File: config.mk
export PLATFORM = sky130hd
export DESIGN_NAME = serial_calendar
export DESIGN_NICKNAME = d
export VERILOG_FILES = /design/src/rtl/sercal_pkg.sv /design/src/rtl/sercal_edge.sv /design/src/rtl/sercal_chain.sv /design/src/rtl/sercal_counter.sv /design/src/rtl/serial_calendar.sv
export SDC_FILE = /design/constraint.sdc
export NUM_CORES = 1
export LEC_CHECK = 0
export BUFFER_PORTS_ARGS = -buffer_cell sky130_fd_sc_hd__buf_2
export CAP_MARGIN = 20
export CORE_MARGIN = 2
export CORE_UTILIZATION = 65
export CTS_BUF_LIST = sky130_fd_sc_hd__clkbuf_4 sky130_fd_sc_hd__clkbuf_8
export DETAILED_ROUTE_END_ITERATION = 8
export PLACE_DENSITY = 0.89
export SYNTH_ARGS = -nofsm -noshare
export SYNTH_HDL_FRONTEND = slang
export SYNTH_SLANG_ARGS = --single-unit
File: constraint.sdc
create_clock -name clk -period 2.9 [get_ports clk]
set_input_delay 0.435 -clock clk [delete_from_list [all_inputs] [get_ports clk]]
set_output_delay 0.435 -clock clk [all_outputs]
set_load 0.05 [all_outputs]
File: src/rtl/sercal_pkg.sv
package sercal_pkg;

    localparam int FIELD_W    = 8;
    localparam int NUM_FIELDS = 6;
    localparam int TIME_W     = FIELD_W * NUM_FIELDS;
    localparam int CMD_W      = 4;

    typedef enum logic [CMD_W-1:0] {
        CMD_FREEZE = 4'd0,
        CMD_SHIFT  = 4'd1,
        CMD_LOAD   = 4'd2,
        CMD_COPY   = 4'd3
    } cmd_e;

    typedef struct packed {
        logic [7:0] year;
        logic [3:0] month;
        logic [3:0] wday;
        logic [7:0] day;
        logic [7:0] hour;
        logic [7:0] min;
        logic [7:0] sec;
    } cal_time_t;

    localparam cal_time_t TIME_RESET = '{year: 8'h00, month: 4'd1, wday: 4'd0,
                                         day: 8'h01, hour: 8'h00, min: 8'h00,
                                         sec: 8'h00};

    function automatic logic [7:0] bcd_inc(input logic [7:0] v);
        if (v[3:0] == 4'd9)
            return {v[7:4] + 4'd1, 4'd0};
        return {v[7:4], v[3:0] + 4'd1};
    endfunction

    function automatic logic leap_bcd(input logic [7:0] y);
        if (y[4])
            return (y[3:0] == 4'd2) || (y[3:0] == 4'd6);
        return (y[3:0] == 4'd0) || (y[3:0] == 4'd4) || (y[3:0] == 4'd8);
    endfunction

    function automatic logic [7:0] last_day_bcd(input logic [3:0] mon, input logic [7:0] y);
        case (mon)
            4'd2:                      return leap_bcd(y) ? 8'h29 : 8'h28;
            4'd4, 4'd6, 4'd9, 4'd11:   return 8'h30;
            default:                   return 8'h31;
        endcase
    endfunction

endpackage

File: src/rtl/sercal_edge.sv
module sercal_edge (
    input  logic clk,
    input  logic rst,
    input  logic sig,
    output logic rise
);
    logic sig_q;

    // Reset to 1 so a line already high at reset release is not an edge.
    always_ff @(posedge clk) begin
        if (rst) sig_q <= 1'b1;
        else     sig_q <= sig;
    end

    assign rise = sig && !sig_q;
endmodule

File: src/rtl/sercal_chain.sv
module sercal_chain
    import sercal_pkg::*;
(
    input  logic      clk,
    input  logic      rst,
    input  logic      din,
    input  logic      sclk_rise,
    input  logic      stb_rise,
    input  cal_time_t now,
    output logic      dout,
    output logic      load,
    output cal_time_t load_val,
    output logic      hold_count
);
    logic [CMD_W-1:0]  cmd_sr;
    logic [CMD_W-1:0]  mode_q;
    logic [TIME_W-1:0] data_q;

    always_ff @(posedge clk) begin
        if (rst) begin
            cmd_sr <= '0;
            mode_q <= CMD_FREEZE;
            data_q <= '0;
        end else if (stb_rise) begin
            mode_q <= cmd_sr;
            if (cmd_sr == CMD_COPY)
                data_q <= now;
        end else if (sclk_rise) begin
            cmd_sr <= {din, cmd_sr[CMD_W-1:1]};
            if (mode_q == CMD_SHIFT)
                data_q <= {cmd_sr[0], data_q[TIME_W-1:1]};
        end
    end

    assign dout       = data_q[0];
    assign load       = stb_rise && (cmd_sr == CMD_LOAD);
    assign load_val   = cal_time_t'(data_q);
    assign hold_count = (mode_q == CMD_LOAD);


    frozen_reg_chk: assert property (@(posedge clk) disable iff (rst)
        (mode_q != CMD_SHIFT && !stb_rise) |=> $stable(data_q));


    set_hold_chk: assert property (@(posedge clk) disable iff (rst)
        load |=> hold_count);


    mode_change_chk: assert property (@(posedge clk) disable iff (rst)
        !stb_rise |=> $stable(mode_q));
endmodule

File: src/rtl/sercal_counter.sv
module sercal_counter
    import sercal_pkg::*;
(
    input  logic      clk,
    input  logic      rst,
    input  logic      tick,
    input  logic      hold,
    input  logic      load,
    input  cal_time_t load_val,
    output cal_time_t now
);
    cal_time_t nxt;

    always_comb begin
        nxt = now;
        if (now.sec != 8'h59) begin
            nxt.sec = bcd_inc(now.sec);
        end else begin
            nxt.sec = 8'h00;
            if (now.min != 8'h59) begin
                nxt.min = bcd_inc(now.min);
            end else begin
                nxt.min = 8'h00;
                if (now.hour != 8'h23) begin
                    nxt.hour = bcd_inc(now.hour);
                end else begin
                    nxt.hour = 8'h00;
                    nxt.wday = (now.wday == 4'd6) ? 4'd0 : now.wday + 4'd1;
                    if (now.day != last_day_bcd(now.month, now.year)) begin
                        nxt.day = bcd_inc(now.day);
                    end else begin
                        nxt.day = 8'h01;
                        if (now.month != 4'd12) begin
                            nxt.month = now.month + 4'd1;
                        end else begin
                            nxt.month = 4'd1;
                            nxt.year  = (now.year == 8'h99) ? 8'h00 : bcd_inc(now.year);
                        end
                    end
                end
            end
        end
    end

    always_ff @(posedge clk) begin
        if (rst)                now <= TIME_RESET;
        else if (load)          now <= load_val;
        else if (tick && !hold) now <= nxt;
    end


    held_chk: assert property (@(posedge clk) disable iff (rst)
        (hold && !load) |=> $stable(now));


    idle_chk: assert property (@(posedge clk) disable iff (rst)
        (!tick && !load) |=> $stable(now));


    sec_carry_chk: assert property (@(posedge clk) disable iff (rst)
        (tick && !hold && !load && now.sec != 8'h59) |=> (now.min == $past(now.min)));


    wday_step_chk: assert property (@(posedge clk) disable iff (rst)
        (tick && !hold && !load) |=> (now.wday == $past(now.wday) || now.day == 8'h01
                                      || now.day == bcd_inc($past(now.day))));
endmodule

File: src/rtl/serial_calendar.sv
module serial_calendar
    import sercal_pkg::*;
(
    input  logic clk,
    input  logic rst,
    input  logic tick_1s,
    input  logic ser_din,
    input  logic ser_sclk,
    input  logic ser_stb,
    output logic ser_dout
);
    logic      sclk_rise;
    logic      stb_rise;
    logic      load;
    logic      hold_count;
    cal_time_t load_val;
    cal_time_t now;

    sercal_edge i_sclk_edge (.clk(clk), .rst(rst), .sig(ser_sclk), .rise(sclk_rise));
    sercal_edge i_stb_edge  (.clk(clk), .rst(rst), .sig(ser_stb),  .rise(stb_rise));

    sercal_chain i_chain (
        .clk(clk), .rst(rst), .din(ser_din), .sclk_rise(sclk_rise),
        .stb_rise(stb_rise), .now(now), .dout(ser_dout), .load(load),
        .load_val(load_val), .hold_count(hold_count)
    );

    sercal_counter i_counter (
        .clk(clk), .rst(rst), .tick(tick_1s), .hold(hold_count),
        .load(load), .load_val(load_val), .now(now)
    );
endmodule

---- Word-level counts from Yosys, hierarchy flattened ----
Index checks and enable logic that the tools add are counted.
word-level totals
  register bits ........................... 106
  input port bits ......................... 6
  output and inout bits ................... 1
  word-level logic and storage cells ...... 157
cells by class
  add/sub/neg operators ................... 12
  eq/ne operators ......................... 35
  mux-type cells .......................... 64
  bitwise gates (word level) .............. 1
  reduce and logical (&&, ||, !) cells .... 28
operator list
  cell                   number
  $mux W48               6
  $mux W8                19
  $add A4 B1 Y4 const B  12
  $mux W40               1
  $eq A4 B4 Y1 const B   8
  $mux W1                32
  $mux W32               1
  $mux W24               1
  $eq A4 B2 Y1 const B   5
  $eq A4 B3 Y1 const B   5
  $ne A8 B7 Y1 const B   2
  $pmux W8 S2            1
  $mux W12               1
  $ne A2 B2 Y1 const B   6
  $ne A3 B3 Y1 const B   4
  $reduce_and A5 Y1      2
  $reduce_and A3 Y1      3
  $eq A8 B8 Y1 const B   1
  $mux W4                2
  $ne A8 B6 Y1 const B   1
  $ne A8 B8 Y1           1
  $reduce_and A4 Y1      2
  $reduce_and A7 Y1      1
  $reduce_and A2 Y1      3
  other kinds (11)       20

---- Logic depth before layout (Yosys ltp) ----
  depth after elaboration ................. 29
  gate-level depth with buffers ........... 10
  depth with buffers taken out ............ 9

---- Hierarchy ----
Synthesis repeated with hierarchy kept, for this count alone.
unflattened totals
  cells, all modules ...................... 724
  area total of the unflattened synthesis .. 6309.8 um^2
by module, submodules not included
  module          times used  cells each  area an instance (um^2)  sequential area each (um^2)
  sercal_counter  1           422         3199.3                   960.9
  sercal_chain    1           296         3045.4                   1121.1
  sercal_edge     2           3           32.5                     20.0

---- Worst setup path after synthesis ----
No wires, ideal clock.
  kind .................................... reg2reg
  start point ............................. register, netlist name i_counter.now[36]
  end point ............................... register, netlist name i_counter.now[45]
  library setup time ...................... 0.137 ns
  arrival ................................. 2.109 ns
  required time ........................... 2.763 ns
  path slack .............................. 0.653 ns
  cell stages (with the launch flop) ...... 10
  path buffers ............................ 0
  period minus slack after synthesis ...... 2.247 ns
  cell sequence ........................... dfxtp_1 -> inv_1 -> ha_1 -> nor3b_1 -> nand3_1 -> a221o_1 -> nand2_2 -> a31oi_1 -> a211oi_1 -> a211oi_1
on the way
  longest elaborated chain between the ends .. 9
  elaborated cells on any way between the ends .. 15
  classes of those cells .................. eq/ne: 9; mux: 4; reduce/logical: 2
RTL lines
  element                                              RTL line              RTL
  $eq A4 B3 Y1 / $eq A4 B4 Y1 (equally long branches)  sercal_pkg.sv:42      case (mon)
  $reduce_or A4 Y1                                     sercal_pkg.sv:42
  $pmux W8 S2                                          sercal_pkg.sv:42
  $mux W8                                              sercal_counter.sv:24  if (now.hour != 8'h23) begin
  $mux W8                                              sercal_counter.sv:20  if (now.min != 8'h59) begin
  $mux W8                                              sercal_counter.sv:16  if (now.sec != 8'h59) begin
  $ne A8 B8 Y1                                         sercal_counter.sv:29  if (now.day != last_day_bcd(now.month, now.year)) begin
  $ne A2 B2 Y1 (no line)                               --
  $reduce_and A7 Y1 (no line) (*)                      --
Mark *: on every way between the ends. The rest lies on a longest branch, timed or not. The select of a mux whose other input is x is not followed.
A chain may end at the register's enable or synchronous reset.

---- Worst setup path in the final report ----
  start point ............................. register, netlist name i_counter.now[36]
  end point ............................... register, netlist name i_counter.now[45]
on the way
  longest elaborated chain between the ends .. 9
  elaborated cells on any way between the ends .. 15
  classes of those cells .................. eq/ne: 9; mux: 4; reduce/logical: 2
RTL lines
  element                                              RTL line
  $eq A4 B3 Y1 / $eq A4 B4 Y1 (equally long branches)  sercal_pkg.sv:42
  $reduce_or A4 Y1                                     sercal_pkg.sv:42
  $pmux W8 S2                                          sercal_pkg.sv:42
  $mux W8                                              sercal_counter.sv:24
  $mux W8                                              sercal_counter.sv:20
  $mux W8                                              sercal_counter.sv:16
  $ne A8 B8 Y1                                         sercal_counter.sv:29
  $ne A2 B2 Y1 (no line)                               --
  $reduce_and A7 Y1 (no line) (*)                      --
Marks and branches as above.

==> summary.md <==
| Metric | Value |
|---|---|
| Core area | `0.00830 sq mm` |
| Depth of the CTS H-tree | `3` |
| CTS max path bufs | `2` |
| Cell area after synthesis | `0.00562 sq mm` |
| Fillers | `671` |
| Std-Cell Rows | `33` |
| Finished Layout Cells | `821` |
| Crit-path max FO | `16` |
| Worst hold slack | `0.277 ns` |
| Cells after Synth | `734` |
| Crit-path leading delay family | `compound AO/OA/AOI/OAI gates` |
| Clock Skews | `0.00979 ns` |
| Pre-CTS setup slack | `0.184 ns` |
| Starting DRT DRC Count | `389` |
| TritonCTS Buffers | `9` |
| Final number of hold-violating endpoints | `0` |
| Synth-to-layout area growth | `5.16%` |
| Register area share after synthesis | `0.378` |
| Worst min path class | `in2reg` |
| Asr flop ratio synth | `0` |
| Post-synth top area cell | `dfxtp_1` |
| Ports | `7` |
| Inst Count DP | `805` |
| Placer Congestion | `0.859` |
| Power share of the combinational group | `0.030` |
| DIE WIDTH | `97.0 microns` |
| Slew @ Worst Pin | `0.936 ns` |
| HPWL after detailed placement | `8600 microns` |
| Critical Path AT | `2.84 ns` |
| Internal | `1.80 mW` |
| Vias | `5272` |
| Initial antenna violation count | `0` |
| Root Buffer | `clkbuf_8` |
| DRC | `0` |
| Die area | `0.00941 sq mm` |
| FMAX | `0.384 GHz` |
| P_leak | `1.83 nW` |
| Final wirelength | `13000 microns` |
| Skew-Pair Late Insertion Delay | `0.37 ns` |
| WP data required | `3.14 ns` |
| Max Slew Vio Count | `0` |
| Fraction of layout cells with a size suffix above 1 | `0.0740` |
| RSZ-0062 raised after global routing | `no` |
| Setup TNS Final | `0 ns` |
| Number of inserted diodes | `0` |
| Final instance area | `0.00591 sq mm` |
| Kind of critical path | `reg2reg` |
| Largest net degree at the start of global routing | `59` |
| Slowest stage delay, CP | `0.46 ns` |
| Syn nets | `761` |
| Sw Ratio | `0.248` |
| Initial core utilization | `0.677` |
| Maximum vdd drop | `0.000415 V` |
| # setup viols final | `0` |
| CP max stage cell | `dfxtp_1` |
| Grt ovf | `0` |
| Clock sinks | `106` |
| Finished Core Util | `0.712` |
| Critical path launch point type | `flop` |
| Warnings, synthesis | `0` |
| Relative slew margins | `0.373` |
| First-pass GRT wire length | `22800 microns` |
| Avg Inst Size Synth | `7.66 sq um` |
| GR Util All Layers | `0.281` |
| Max_cap viols | `0` |
| Tcrit/Tclk final | `0.898` |
| Final Worst Setup Slack | `0.297 ns` |
| Area share of the leading cell type in the synthesized netlist | `0.378` |
| Final Power | `2.40 mW` |
| Nets | `738` |
| Buffers & Inverters on Critical Path | `1` |
| Worst setup EP type | `flop` |
| Port bufs | `6` |
| Post-CTS setup buffers | `0` |
| Height of the die | `97.0 microns` |
| Status | `completed` |
| FF+latch count, synth | `106` |
| Post-synth EDFFs | `0` |
| Clk pwr share | `0.361` |
| Vias in the first global route | `5034` |
| Post-route ant nets | `0` |
| Top FF cell, synth | `dfxtp_1` |
| Power per cell area | `406 mW/mm^2` |
| Min cycle time layout | `2.60 ns` |
| DR vias/cell | `6.42` |
| Dpl cell area | `0.00572 sq mm` |
| CP cell instances | `inv_1, ha_1, nor3b_2, or2_2, a221o_1, nand2_2, a31oi_1, a211oi_1, a211oi_1` |
| 1st-pass router iterations | `5` |
| Commonest cells in the synthesized netlist | `nand2_1 (142), nor2_1 (109), dfxtp_1 (106), a311oi_1 (51), clkbuf_1 (48)` |
| Crit-path most repeated cell | `a211oi_1` |
| CTS tree | `built` |
| Synth cell types | `60` |
| Most area-consuming cells after synthesis | `dfxtp_1 (38%), nand2_1 (9.5%), a311oi_1 (7.9%), nor2_1 (7.3%), ha_1 (4.7%)` |
| Count leader, synth | `nand2_1` |
| Sequential power share | `0.610` |
| CTS clk-pin slew, worst paths | `0.10 ns` |
| DR WL/cell | `15.9 microns` |
| Sw power | `0.596 mW` |
cell type report:
type                            instances  area (sq um)  share of cell area
Clock buffer                            9           124              0.0210
Tap cell                              105           131              0.0222
Timing Repair Buffer                   19           155              0.0262
Clock inverter                          7          58.8             0.00995
Multi-Input combinational cell        558          3260               0.551
Inverter                               17          63.8              0.0108
Sequential cell                       106          2120               0.359
cells in the final DEF (no fill, tap or decap), types with 10 or more instances in the layout:
| master | count |
|---|---|
| nand2_1 | 142 |
| nor2_1 | 109 |
| dfxtp_1 | 106 |
| a311oi_1 | 51 |
| o21ai_0 | 28 |
| a21oi_1 | 26 |
| ha_1 | 21 |
| nor3_1 | 20 |
| nand3_1 | 19 |
| a211oi_1 | 19 |
| inv_1 | 17 |
| o211ai_1 | 14 |
| mux2i_1 | 12 |
| buf_4 | 12 |
| nand2b_1 | 10 |
state kept, by name, indices dropped and copies added, names as in the netlist:
signal / flops
i_stb_edge.sig_q: 1
i_sclk_edge.sig_q: 1
i_chain.mode_q: 4
i_chain.cmd_sr: 4
i_chain.load_val: 48
i_counter.now: 48
power groups by stage:
stage	Combinational, mW	Sequential, mW	Clock [mW]
final	0.0712	1.46	0.866
after global routing	0.0781	1.47	0.935
after CTS	0.0700	1.46	0.884
after detailed placement	0.0700	1.50	0
after global placement	0.0677	1.50	0
after floorplan	0.0508	1.50	0
repair_timing:
item                                    4_1_cts  5_1_grt
endpoints found under the setup margin        0        5
hold buffers                                  0        0
gates resized for setup                       0        1
cell families after synthesis:
logic type / Yosys count / share of synthesized area
XOR/XNOR: 5 / 0.00779
AO/OA/AOI/OAI: 169 / 0.216
flip-flops: 106 / 0.378
AND/OR/NAND/NOR: 351 / 0.282
buffers and inverters: 70 / 0.0490
multiplexers: 12 / 0.0214
adder cells (fa/ha/maj): 21 / 0.0467
path summary, 6_finish.rpt:
path                          start           endpoint  slack (ns)  cells after the start
setup / recovery  i_counter.now[36]  i_counter.now[45]        0.30                      9
hold / removal             ser_sclk  i_sclk_edge.sig_q        0.28                      2
setup reg to reg  i_counter.now[36]  i_counter.now[45]        0.30                      9
hold reg to reg   i_chain.mode_q[1]  i_chain.mode_q[1]        0.49                      2
per-layer routing:
| layer | up-vias | track usage | wire length [microns] |
|---|---|---|---|
| met1 | 2518 | 0.361 | 5690 |
| met2 | 165 | 0.487 | 6430 |
| li1 | 2566 | - | - |
| met4 | 0 | 0.0780 | 212 |
| met3 | 23 | 0.0506 | 698 |
| met5 | - | 0 | 0 |
(Power assumes the default switching activity.)
